==> src/rtl/rxs_pkg.sv <==
package rxs_pkg;

    localparam int OWN_BIT     = 31;
    localparam int QUIET_BIT   = 31;
    localparam int FIRST_BIT   = 9;
    localparam int LAST_BIT    = 8;
    localparam int LEN_LSB     = 16;
    localparam int LEN_W       = 14;
    localparam int SIZE_W      = 11;
    localparam int RUN_BIT     = 31;
    localparam int FIXED_BIT   = 1;

    typedef enum logic [3:0] {
        ST_IDLE,
        ST_SEEK,
        ST_RD_CTRL,
        ST_RD_SIZE,
        ST_RD_BUF,
        ST_RD_LINK,
        ST_PICK,
        ST_FILL,
        ST_FLUSH,
        ST_CLOSE,
        ST_DROP,
        ST_FINISH
    } rxs_state_e;

endpackage

==> src/rtl/rxs_desc_eval.sv <==
module rxs_desc_eval
    import rxs_pkg::*;
#(
    parameter int CNT_W     = SIZE_W + 1,
    parameter int MIN_FRAME = 64,
    parameter int FCS_BYTES = 4
) (
    input  logic [31:0]      ctl_word,
    input  logic [31:0]      size_word,
    input  logic [CNT_W-1:0] fill_cnt,
    input  logic             first_flag,
    input  logic             eof_flag,
    output logic             usable,
    output logic             quiet,
    output logic             close_last,
    output logic [CNT_W-1:0] buf_bytes,
    output logic [31:0]      status_out
);

    logic [CNT_W-1:0] body;
    logic [LEN_W-1:0] len_val;
    logic [CNT_W:0]   need;

    assign buf_bytes = CNT_W'(size_word[SIZE_W-1:0]);
    assign usable    = ctl_word[OWN_BIT] && (buf_bytes >= CNT_W'(MIN_FRAME));
    assign quiet     = size_word[QUIET_BIT];
    assign need      = {1'b0, fill_cnt} + (CNT_W+1)'(FCS_BYTES);
    assign close_last = eof_flag && (need <= {1'b0, buf_bytes});

    always_comb begin
        body = (fill_cnt < CNT_W'(MIN_FRAME)) ? CNT_W'(MIN_FRAME) : fill_cnt;
        if (close_last) begin
            len_val = LEN_W'(body) + LEN_W'(FCS_BYTES);
        end else begin
            len_val = LEN_W'(buf_bytes);
        end
        status_out                      = ctl_word;
        status_out[OWN_BIT]             = 1'b0;
        status_out[LEN_LSB +: LEN_W]    = len_val;
        status_out[FIRST_BIT]           = ctl_word[FIRST_BIT] | first_flag;
        status_out[LAST_BIT]            = ctl_word[LAST_BIT] | close_last;
    end

endmodule

==> src/rtl/rxs_byte_packer.sv <==
module rxs_byte_packer #(
    parameter int LANES  = 4,
    parameter int LANE_W = $clog2(LANES)
) (
    input  logic              clk,
    input  logic              rst_n,
    input  logic              clear,
    input  logic              push,
    input  logic [LANE_W-1:0] lane,
    input  logic [7:0]        data,
    output logic [LANES*8-1:0] word,
    output logic [LANES-1:0]  be
);

    always_ff @(posedge clk or negedge rst_n) begin
        if (!rst_n) begin
            word <= '0;
            be   <= '0;
        end else if (clear) begin
            be   <= '0;
        end else if (push) begin
            for (int i = 0; i < LANES; i++) begin
                if (lane == LANE_W'(i)) begin
                    word[i*8 +: 8] <= data;
                    be[i]          <= 1'b1;
                end
            end
        end
    end

endmodule

==> src/rtl/rx_scatter_engine.sv <==
module rx_scatter_engine
    import rxs_pkg::*;
#(
    parameter int AW        = 32,
    parameter int MIN_FRAME = 64,
    parameter int FCS_BYTES = 4
) (
    input  logic          clk,
    input  logic          rst_n,
    input  logic          rx_en,
    input  logic [AW-1:0] ring_head,
    input  logic          ring_load,
    input  logic          ctl1_we,
    input  logic [31:0]   ctl1_wdata,
    output logic [31:0]   ctl1_q,
    input  logic [1:0]    int_clr,
    output logic          sta_rx,
    output logic          sta_nobuf,
    output logic [AW-1:0] cur_desc,
    input  logic [7:0]    s_data,
    input  logic          s_valid,
    input  logic          s_last,
    output logic          s_ready,
    output logic          mem_req,
    output logic          mem_we,
    output logic [AW-1:0] mem_addr,
    output logic [31:0]   mem_wdata,
    output logic [3:0]    mem_be,
    input  logic [31:0]   mem_rdata,
    input  logic          mem_ack
);

    localparam int CNT_W  = SIZE_W + 1;
    localparam int LANES  = 4;
    localparam int LANE_W = $clog2(LANES);

    rxs_state_e state_q, state_d;

    logic [AW-1:0]    cur_q, start_q, cand_q, wr_addr_q;
    logic [31:0]      d_ctl_q, d_size_q;
    logic [AW-1:0]    d_buf_q, d_link_q;
    logic [CNT_W-1:0] cnt_q;
    logic             first_q, eof_q, spill_q;
    logic             sta_rx_q, sta_nobuf_q;
    logic [31:0]      ctl1_r;

    logic             usable, quiet, close_last;
    logic [CNT_W-1:0] buf_bytes;
    logic [31:0]      status_word;
    logic [31:0]      pk_word;
    logic [LANES-1:0] pk_be;

    logic accept, fail_now, word_done, pk_clear;

    rxs_desc_eval #(
        .CNT_W     (CNT_W),
        .MIN_FRAME (MIN_FRAME),
        .FCS_BYTES (FCS_BYTES)
    ) u_eval (
        .ctl_word   (d_ctl_q),
        .size_word  (d_size_q),
        .fill_cnt   (cnt_q),
        .first_flag (first_q),
        .eof_flag   (eof_q),
        .usable     (usable),
        .quiet      (quiet),
        .close_last (close_last),
        .buf_bytes  (buf_bytes),
        .status_out (status_word)
    );

    assign pk_clear = (state_q == ST_PICK) || (state_q == ST_FLUSH && mem_ack);

    rxs_byte_packer #(
        .LANES (LANES)
    ) u_pack (
        .clk   (clk),
        .rst_n (rst_n),
        .clear (pk_clear),
        .push  (state_q == ST_FILL && accept),
        .lane  (cnt_q[LANE_W-1:0]),
        .data  (s_data),
        .word  (pk_word),
        .be    (pk_be)
    );

    assign accept    = s_valid && s_ready;
    assign word_done = (cnt_q[LANE_W-1:0] == LANE_W'(LANES - 1)) || s_last ||
                       (cnt_q + CNT_W'(1) == buf_bytes);
    assign fail_now  = (state_q == ST_SEEK && cand_q == '0) ||
                       (state_q == ST_PICK && !usable && d_link_q == start_q);

    // state register
    always_ff @(posedge clk or negedge rst_n) begin
        if (!rst_n) state_q <= ST_IDLE;
        else        state_q <= state_d;
    end

    // next state
    always_comb begin
        state_d = state_q;
        unique case (state_q)
            ST_IDLE:    if (rx_en && s_valid) state_d = ST_SEEK;
            ST_SEEK:    state_d = (cand_q == '0) ? (eof_q ? ST_FINISH : ST_DROP) : ST_RD_CTRL;
            ST_RD_CTRL: if (mem_ack) state_d = ST_RD_SIZE;
            ST_RD_SIZE: if (mem_ack) state_d = ST_RD_BUF;
            ST_RD_BUF:  if (mem_ack) state_d = ST_RD_LINK;
            ST_RD_LINK: if (mem_ack) state_d = ST_PICK;
            ST_PICK: begin
                if (usable) begin
                    if (spill_q)    state_d = ST_CLOSE;
                    else if (eof_q) state_d = ST_FINISH;
                    else            state_d = ST_FILL;
                end else if (d_link_q == start_q) begin
                    state_d = eof_q ? ST_FINISH : ST_DROP;
                end else begin
                    state_d = ST_SEEK;
                end
            end
            ST_FILL:    if (accept && word_done) state_d = ST_FLUSH;
            ST_FLUSH:   if (mem_ack) state_d = (eof_q || cnt_q == buf_bytes) ? ST_CLOSE : ST_FILL;
            ST_CLOSE:   if (mem_ack) state_d = ST_SEEK;
            ST_DROP:    if (accept && s_last) state_d = ST_FINISH;
            ST_FINISH:  state_d = ST_IDLE;
            default:    state_d = ST_IDLE;
        endcase
    end

    // outputs
    always_comb begin
        s_ready   = 1'b0;
        mem_req   = 1'b0;
        mem_we    = 1'b0;
        mem_addr  = '0;
        mem_wdata = '0;
        mem_be    = 4'hF;
        unique case (state_q)
            ST_RD_CTRL: begin mem_req = 1'b1; mem_addr = cand_q; end
            ST_RD_SIZE: begin mem_req = 1'b1; mem_addr = cand_q + AW'(4); end
            ST_RD_BUF:  begin mem_req = 1'b1; mem_addr = cand_q + AW'(8); end
            ST_RD_LINK: begin mem_req = 1'b1; mem_addr = cand_q + AW'(12); end
            ST_FLUSH: begin
                mem_req   = 1'b1;
                mem_we    = 1'b1;
                mem_addr  = wr_addr_q;
                mem_wdata = pk_word;
                mem_be    = pk_be;
            end
            ST_CLOSE: begin
                mem_req   = 1'b1;
                mem_we    = 1'b1;
                mem_addr  = cur_q;
                mem_wdata = status_word;
            end
            ST_FILL, ST_DROP: s_ready = 1'b1;
            default: ;
        endcase
    end

    // datapath
    always_ff @(posedge clk or negedge rst_n) begin
        if (!rst_n) begin
            cur_q       <= '0;
            start_q     <= '0;
            cand_q      <= '0;
            wr_addr_q   <= '0;
            d_ctl_q     <= '0;
            d_size_q    <= '0;
            d_buf_q     <= '0;
            d_link_q    <= '0;
            cnt_q       <= '0;
            first_q     <= 1'b0;
            eof_q       <= 1'b0;
            spill_q     <= 1'b0;
            sta_rx_q    <= 1'b0;
            sta_nobuf_q <= 1'b0;
            ctl1_r      <= '0;
        end else begin
            sta_rx_q    <= sta_rx_q & ~int_clr[0];
            sta_nobuf_q <= sta_nobuf_q & ~int_clr[1];
            if (ctl1_we) ctl1_r <= ctl1_wdata;

            unique case (state_q)
                ST_IDLE: begin
                    if (ring_load) cur_q <= ring_head;
                    if (rx_en && s_valid) begin
                        start_q <= cur_q;
                        cand_q  <= cur_q;
                        first_q <= 1'b1;
                        eof_q   <= 1'b0;
                        spill_q <= 1'b0;
                    end
                end
                ST_RD_CTRL: if (mem_ack) d_ctl_q  <= mem_rdata;
                ST_RD_SIZE: if (mem_ack) d_size_q <= mem_rdata;
                ST_RD_BUF:  if (mem_ack) d_buf_q  <= AW'(mem_rdata);
                ST_RD_LINK: if (mem_ack) d_link_q <= AW'(mem_rdata);
                ST_PICK: begin
                    if (usable) begin
                        cur_q     <= cand_q;
                        wr_addr_q <= d_buf_q;
                        cnt_q     <= '0;
                    end else begin
                        cand_q <= d_link_q;
                    end
                end
                ST_FILL: begin
                    if (accept) begin
                        cnt_q <= cnt_q + CNT_W'(1);
                        if (s_last) eof_q <= 1'b1;
                    end
                end
                ST_FLUSH: if (mem_ack) wr_addr_q <= wr_addr_q + AW'(4);
                ST_CLOSE: begin
                    if (mem_ack) begin
                        if (!quiet) sta_rx_q <= 1'b1;
                        first_q <= 1'b0;
                        spill_q <= eof_q && !close_last;
                        start_q <= d_link_q;
                        cand_q  <= d_link_q;
                    end
                end
                ST_FINISH: ctl1_r[RUN_BIT] <= 1'b0;
                default: ;
            endcase

            if (fail_now) begin
                sta_nobuf_q <= 1'b1;
                cur_q       <= ring_head;
            end
        end
    end

    assign cur_desc  = cur_q;
    assign sta_rx    = sta_rx_q;
    assign sta_nobuf = sta_nobuf_q;
    assign ctl1_q    = ctl1_r | (32'd1 << FIXED_BIT);

endmodule

==> config.mk <==
export PLATFORM = sky130hd
export DESIGN_NAME = rx_scatter_engine
export DESIGN_NICKNAME = d
export VERILOG_FILES = /design/src/rtl/rxs_pkg.sv /design/src/rtl/rxs_desc_eval.sv /design/src/rtl/rxs_byte_packer.sv /design/src/rtl/rx_scatter_engine.sv
export SDC_FILE = /design/constraint.sdc
export NUM_CORES = 1
export LEC_CHECK = 0
export BUFFER_PORTS_ARGS = -buffer_cell sky130_fd_sc_hd__buf_2
export CAP_MARGIN = 20
export CORE_AREA = 2 2 197 199
export DETAILED_ROUTE_END_ITERATION = 6
export DIE_AREA = 0 0 199 201
export PLACE_DENSITY_LB_ADDON = 0.08
export SLEW_MARGIN = 20
export SYNTH_ARGS = -nofsm -noshare
export SYNTH_HDL_FRONTEND = slang
export SYNTH_SLANG_ARGS = --single-unit
export TNS_END_PERCENT = 1
==> constraint.sdc <==
create_clock -name clk -period 3.5 [get_ports clk]
set_input_delay 0.175 -clock clk [delete_from_list [all_inputs] [get_ports clk]]
set_output_delay 0.175 -clock clk [all_outputs]
set_load 0.01 [all_outputs]
==> run_results.csv, run 1 <==
group,metric,value,unit
clock_network,tritoncts,"yes",
clock_network,htree_levels,2,
placed_design,place.gp.congestion,0.914,
finish,fill_cells,3413,
power_and_ir_drop,ir_drop,0.431,mV
setup_path,path_max_fanout,6,
drt,antenna_left,0,
finish,diodes,0,
clock_network,clock_latency,0.56,ns
timing,tightest_slew,0.872,ns
grt,use_met3,0.0385,
grt,grt_usage,0.293,
logic_synthesis,synth_seq_cells,310,
grt,globalRoute.busiestLayer,"met2",
setup_path,r2r.worst_path.cells,12,
timing,slew_violations,0,
setup_path,cp.required,3.32,ns
clock_network,clock-sinks,310,
timing,fmax,288,MHz
timing,fin_ws,0.0314,ns
logic_synthesis,syn_area,17300,um^2
logic_synthesis,synth_area_leaders,"dfrtp_1 45%, mux2_2 11%, mux2_4 5.0%, mux2i_1 3.9%, nand2_1 3.3%",
finish,ff_latch_area,7760,um^2
floorplan,die_w,199,um
grt,antenna_found_initial,0,
setup_path,reg2reg_slack,0.55,ns
timing,setup_viol,0,
floorplan,initial_core_util,0.454,
clock_network,clockRootBuffer,"clkbuf_16",
drt,drt-pass1-iter-count,6,
grt,use_met2,0.450,
setup_path,cp.arrival,3.29,ns
power_and_ir_drop,p_per_area,893,nW/um^2
logic_synthesis,yosysTopAreaCell,"dfrtp_1",
setup_path,max_stage_delay,0.45,ns
logic_synthesis,syn-num-nets,1809,
finish,multiInputGateArea,9200,um^2
logic_synthesis,syn_avg_cell_area,10.3,um^2
finish,mostFrequentLayoutCells,"305 x dfrtp_1, 247 x buf_2, 168 x mux2_2",
hold_path,whs_endpoint,"d_buf_q[0]",
drt,wire_per_inst,22.8,um
floorplan,io_pins,251,
drt,drt_iter0_markers,1220,
floorplan,core_area,38100,um^2
setup_path,crit_path_start_kind,"flop",
timing,slew-limit-headroom,0.417,
drt,post_drt_via_cell_ratio,5.81,
timing,period_share,0.991,
logic_synthesis,yosysWarningCount,0,
logic_synthesis,synth_edf_count,0,
timing,clock_skew,0.0188,ns
clock_network,path_clk_slew,0.06,ns
setup_path,crit_path_end_kind,"output pin",
finish,postLayoutCoreUtil,0.572,
floorplan,die-area,40000,um^2
hold_path,worstHoldPathCells,2,
timing,fin_crit,3.47,ns
grt,grtUsageMet1,0.429,
timing,final.setup.tns,0,ns
grt,grt_pass1_vias,14400,
drt,drc,0,
placed_design,port_buffers,248,
placed_design,pre_cts_slack,0.116,ns
setup_path,r2r-start,"cnt_q[3]",
power_and_ir_drop,power.leakage,9.96,nW
logic_synthesis,synth.top_cell.area_share,0.448,
setup_path,r2r_end,"spill_q",
flow_run,cap_violations,0,
logic_synthesis,async_flop_share,1.00,
floorplan,fp.dieH,201,um
grt,grt_max_degree,134,
finish,fin_nets,2145,
grt,grt_overflow,0,
logic_synthesis,ys_seq_area_frac,0.448,
timing,rsz0062_at_grt,"true",
setup_path,critical_path.cell_chain,"ha_4 > nand3_4 > xnor2_2 > ha_1 > a21o_1 > a21o_1 > a2111oi_4 > buf_4 > a211oi_4 > buf_4 > o21ai_2 > a32o_1 > buf_2",
logic_synthesis,synth_ff_type,"dfrtp_1",
hold_path,hold_path_class,"input port to flop",
hold_path,hold_start,"mem_rdata[0]",
finish,syn2layout_area_growth,26.0,%
setup_path,crit_slowest_cell,"dfrtp_2",
placed_design,dp_hpwl,40900,um
drt,routed_wl,58300,um
finish,drive_gt1_frac,0.323,
drt,vias,14800,
grt,grt_pass1_wl,88600,um
floorplan,rows,72,
clock_network,clockBufferDepth,3,
logic_synthesis,synthCells,1674,
timing,hold_violations,0,
finish,mostFrequentLayoutCell,"dfrtp_1",
setup_path,worstSetupPathType,"flop to output pin",
clock_network,cts_buffers,36,
outcome,status,"finished, final reports clean",
logic_synthesis,synthDistinctLibCells,74,
[worst max-delay path, delay by kind of cell (launching register included)]
| kind | cells | cell delay [ns] |
|---|---|---|
| flip-flops | 1 | 0.45 |
| AND/OR/NAND/NOR | 1 | 0.08 |
| XOR/XNOR | 1 | 0.19 |
| adder cells (fa/ha/maj) | 2 | 0.44 |
| AO/OA/AOI/OAI | 6 | 1.06 |
| buffers and inverters | 3 | 0.51 |
[state kept, by name, summed over array words and instances (netlist names)]
name and flops:
sta_rx 1, u_pack.be 4, start_q 32, d_ctl_q 18
cand_q 32, state_q 4, spill_q 1, ctl1_r 31
first_q 1, u_pack.word 32, wr_addr_q 32, cnt_q 12
d_buf_q 32, sta_nobuf 1, cur_desc 32, d_link_q 32
d_size_q 12, eof_q 1
[cell usage after synthesis, types with 16 or more instances]
library cell,instances
buf_2,19
and2_1,16
nand3_1,56
xnor2_1,37
mux2_2,168
dfrtp_1,310
inv_1,27
a21oi_1,110
a22oi_1,16
ha_1,20
nor2_1,102
nor3_1,23
nor4_1,22
mux2i_1,68
nand4_1,33
clkbuf_1,81
and3_1,19
nand2_1,152
a22o_1,17
o22ai_1,20
xor2_1,36
o21ai_0,85
mux2_4,58
[layout make-up]
type,count,area share
clock inverters,12,0.00672
repair buffers,420,0.133
multi-input cells,1215,0.422
clock buffers,50,0.0470
well taps,518,0.0297
inverters,27,0.00465
flip-flops and latches,310,0.356
[layer usage]
layer  routed length, um  part of all wire  up-vias
met5                   0                 0        -
met1               26800              0.46     7379
met3                3640             0.062       92
met2               26300              0.45      566
li1                    -                 -     6779
met4                1550             0.026        0
[report_power, final]
group          internal, mW  switching, mW
Sequential             5.12           1.98
Clock                  2.21           1.57
Combinational          3.94           4.65
Total                  11.3           8.20
[timing repair]
item | in CTS | in global routing
pin swaps | 7 | 23
setup buffers | 2 | 13
cloned | 1 | 0
setup endpoints to repair | 18 | 19
resized for setup | 21 | 38
hold buffers | 102 | 0
hold endpoints to repair | 260 | 0
[cells by family after synthesis]
logic type	Yosys count	synth area share
AOI/OAI and AO/OA	357	0.132
xor gates and xnor gates	73	0.0370
adders and majority gates	21	0.0156
buffers and inverters	150	0.0365
DFF	310	0.448
muxes	294	0.199
other	1	0.000217
and+or+nand+nor	468	0.131
[stage by stage]
step / hold slack [ns] / total power [mW] / std cells / instance area [um^2]
global placement: 0.232 / 15.1 / 2371 / 19200
detailed placement: 0.235 / 15.3 / 2371 / 19200
floorplan: -0.121 / 12.0 / 1674 / 17300
global route: 0.0229 / 20.7 / 2552 / 21800
CTS: 0.0203 / 19.3 / 2538 / 21500
finish: 0.0394 / 19.5 / 2552 / 21800
[worst max-delay path by stage]
stage / start / endpoint / slack [ns] / cells past startpoint
2_1_floorplan: cnt_q[2] / mem_wdata[20] / 0.21 / 12
3_3_place_gp: cnt_q[4] / mem_wdata[21] / 0.21 / 11
3_5_place_dp: cnt_q[2] / mem_wdata[25] / 0.12 / 11
4_1_cts: cnt_q[2] / mem_wdata[25] / -0.01 / 11
5_1_grt: cnt_q[3] / mem_wdata[18] / -0.09 / 13
6_report: cnt_q[3] / mem_wdata[18] / 0.03 / 13
No activity file was read; power rests on OpenSTA's default activity.
==> run 2: changes to the inputs <==
- ABC_AREA: unset -> 1
- CORE_AREA: 2 2 197 199 -> 2 2 200 202
- DIE_AREA: 0 0 199 201 -> 0 0 202 204
==> run 2 against run 1 <==
Against the previous run: the run now ends with design-rule violations left; utilization fell by 1.4 points; sequential power fell by 3.8%; sequential share of layout area decreased by 0.092 points; global-route usage is 2.7 points higher; clock power up 3%; critical endpoint is now mem_wdata[22]; largest cell class unchanged.
==> run_results.csv, run 2 <==
group,metric,value,unit
power_and_ir_drop,p_int,10.1,mW
timing,tightest_slew,0.965,ns
drt,vias,18000,
finish,diodes,0,
grt,grt_usage,0.320,
timing,setup_viol,0,
timing,fin_crit,3.34,ns
placed_design,port_buffers,248,
clock_network,path_clk_slew,0.07,ns
clock_network,clock_latency,0.57,ns
grt,grt_pass1_vias,17000,
logic_synthesis,synthCells,2411,
logic_synthesis,synth_edf_count,0,
placed_design,dp_hpwl,47900,um
setup_path,worstSetupPathType,"flop to output pin",
power_and_ir_drop,p_sw,8.44,mW
drt,drc,2,
timing,hold_violations,0,
logic_synthesis,yosys-top-cells-count,"682 x nand2_1, 310 x dfrtp_1, 287 x inv_1",
power_and_ir_drop,p_per_area,850,nW/um^2
logic_synthesis,synth_area_leaders,"dfrtp_1 44%, nand2_1 14%, o21ai_0 7.3%, inv_1 6.1%, nand3_1 4.5%",
logic_synthesis,yosysWarningCount,0,
drt,drt_iter0_markers,1614,
setup_path,cp.required,3.32,ns
finish,fin_nets,2861,
finish,mostFrequentLayoutCells,"673 x nand2_1, 304 x dfrtp_1, 286 x inv_1",
drt,post_drt_via_cell_ratio,5.49,
hold_path,hold_path_class,"input port to flop",
setup_path,cp.arrival,3.16,ns
clock_network,tritoncts,"yes",
finish,final_cell_area,21900,um^2
logic_synthesis,async_flop_share,1.00,
power_and_ir_drop,pwr-share-clk,0.209,
timing,final.setup.tns,0,ns
drt,drt-pass1-iter-count,7,
clock_network,cts_buffers,37,
floorplan,die-area,41200,um^2
finish,postLayoutCoreUtil,0.558,
grt,grt_max_degree,94,
finish,drive_gt1_frac,0.152,
power_and_ir_drop,pwr-share-comb,0.423,
logic_synthesis,yosysTopAreaCell,"dfrtp_1",
timing,slew_violations,0,
floorplan,io_pins,251,
floorplan,initial_core_util,0.452,
floorplan,fp.dieH,204,um
setup_path,reg2reg_slack,0.62,ns
clock_network,clockRootBuffer,"clkbuf_16",
flow_run,cap_violations,0,
drt,antenna_left,0,
outcome,failed_checks,"design-rule violations",
placed_design,place.gp.congestion,0.971,
power_and_ir_drop,finalPower,18.6,mW
logic_synthesis,ys_seq_area_frac,0.438,
floorplan,die_w,202,um
setup_path,crit_path_start_kind,"flop",
logic_synthesis,synth.top_cell.area_share,0.438,
finish,mostFrequentLayoutCell,"nand2_1",
grt,grt_pass1_wl,101000,um
setup_path,crit_path_end_kind,"output pin",
logic_synthesis,syn_area,17700,um^2
finish,syn2layout_area_growth,23.5,%
timing,fmax,299,MHz
outcome,status,"finished with violations",
clock_network,htree_levels,2,
power_and_ir_drop,ir_drop,0.458,mV
power_and_ir_drop,pwr-share-seq,0.367,
floorplan,rows,73,
drt,routed_wl,66400,um
setup_path,path_max_fanout,7,
grt,grt_overflow,0,
logic_synthesis,synth.most_common_cell,"nand2_1",
logic_synthesis,synth_seq_cells,310,
logic_synthesis,synthDistinctLibCells,56,
drt,wire_per_inst,20.2,um
timing,clock_skew,0.0294,ns
timing,period_share,0.954,
placed_design,dpl_cell_area,19400,um^2
clock_network,clockBufferDepth,3,
floorplan,core_area,39200,um^2
logic_synthesis,syn-num-nets,2546,
clock_network,clock-sinks,310,
logic_synthesis,synth_ff_type,"dfrtp_1",
power_and_ir_drop,power.leakage,10.7,nW
timing,slew-limit-headroom,0.356,
grt,antenna_found_initial,0,
power_and_ir_drop,switching_share,0.454,
logic_synthesis,syn_avg_cell_area,7.34,um^2
==> run 2: stage by stage <==
step                      setup WS (ns)  instances  hold WS (ns)
after floorplan                   0.811       2411        -0.121
after detailed placement          0.350       3106         0.257
after global routing            -0.0297       3278        0.0339
after global placement            0.380       3106         0.249
after CTS                      -0.00187       3267       0.00580
final                             0.161       3278        0.0337
==> run 2: final cells by class <==
cell class                      instances  area [um^2]
Clock buffer                           55         1100
Clock inverter                         11          114
Fill cell                            3855        17300
Inverter                              297         1110
Multi-Input combinational cell       1692         8470
Sequential cell                       310         7760
Tap cell                              525          657
Timing Repair Buffer                  388         2640
==> run 2: timing repair <==
action,4_1_cts,5_1_grt
setup endpoints to repair,22,24
resized for setup,9,28
hold buffers,95,0
pin swaps,0,11
setup buffers,0,9
endpoints found under the hold margin,241,0
cloned,0,2
==> run 2: metal layers <==
metal | track usage | vias to the layer above | part of all wire
li1 | - | 8567 | -
met4 | 0.102 | 0 | 0.028
met2 | 0.448 | 769 | 0.41
met3 | 0.0702 | 97 | 0.093
met1 | 0.487 | 8572 | 0.47
met5 | 0 | - | 0
==> run 2: power by group through the flow <==
stage | sequential (mW) | clock, mW | combinational (mW)
after floorplan | 6.16 | 0 | 5.04
after CTS | 6.75 | 3.96 | 7.64
after detailed placement | 6.80 | 0 | 7.51
after global placement | 6.76 | 0 | 7.41
after global routing | 6.98 | 4.12 | 8.76
final | 6.83 | 3.89 | 7.87
==> run 2: cells by family (layout without fill, tap and decap cells) <==
| kind of cell | Yosys count | in the layout | synth area share |
|---|---|---|---|
| AO/OA/AOI/OAI | 498 | 498 | 0.162 |
| XOR/XNOR | 50 | 50 | 0.0247 |
| adder cells (fa/ha/maj) | 21 | 21 | 0.0153 |
| buffers and inverters | 410 | 751 | 0.0919 |
| flip-flops | 310 | 310 | 0.438 |
| multiplexers | 1 | 1 | 0.000566 |
| other | 1 | 1 | 0.000212 |
| AND/OR/NAND/NOR | 1120 | 1121 | 0.267 |
==> run 2: worst paths after layout <==
| check | start | endpoint | depth (start not counted) |
|---|---|---|---|
| min reg2reg | ctl1_r[17] | ctl1_r[17] | 2 |
| max | cnt_q[3] | mem_wdata[22] | 17 |
| max reg2reg | state_q[2] | wr_addr_q[19] | 8 |
| max in group asynchronous | rst_n | d_buf_q[23] | 3 |
| min in group asynchronous | rst_n | ctl1_r[28] | 2 |
| min | ring_head[15] | cur_desc[15] | 5 |
==> run 2: critical path, cell delays in order (launching register included) <==
cell and delay (ns):
dfrtp_2 0.44, nand2_4 0.08, inv_2 0.06, nand3_2 0.09, nor2_4 0.14, nand2_1 0.09
xor2_2 0.21, inv_1 0.10, ha_4 0.28, nand2_1 0.06, nor3_2 0.16, nand4_1 0.18
nand2_4 0.15, buf_8 0.13, nand4_1 0.08, nand3_1 0.16, nand2_1 0.06, buf_2 0.14
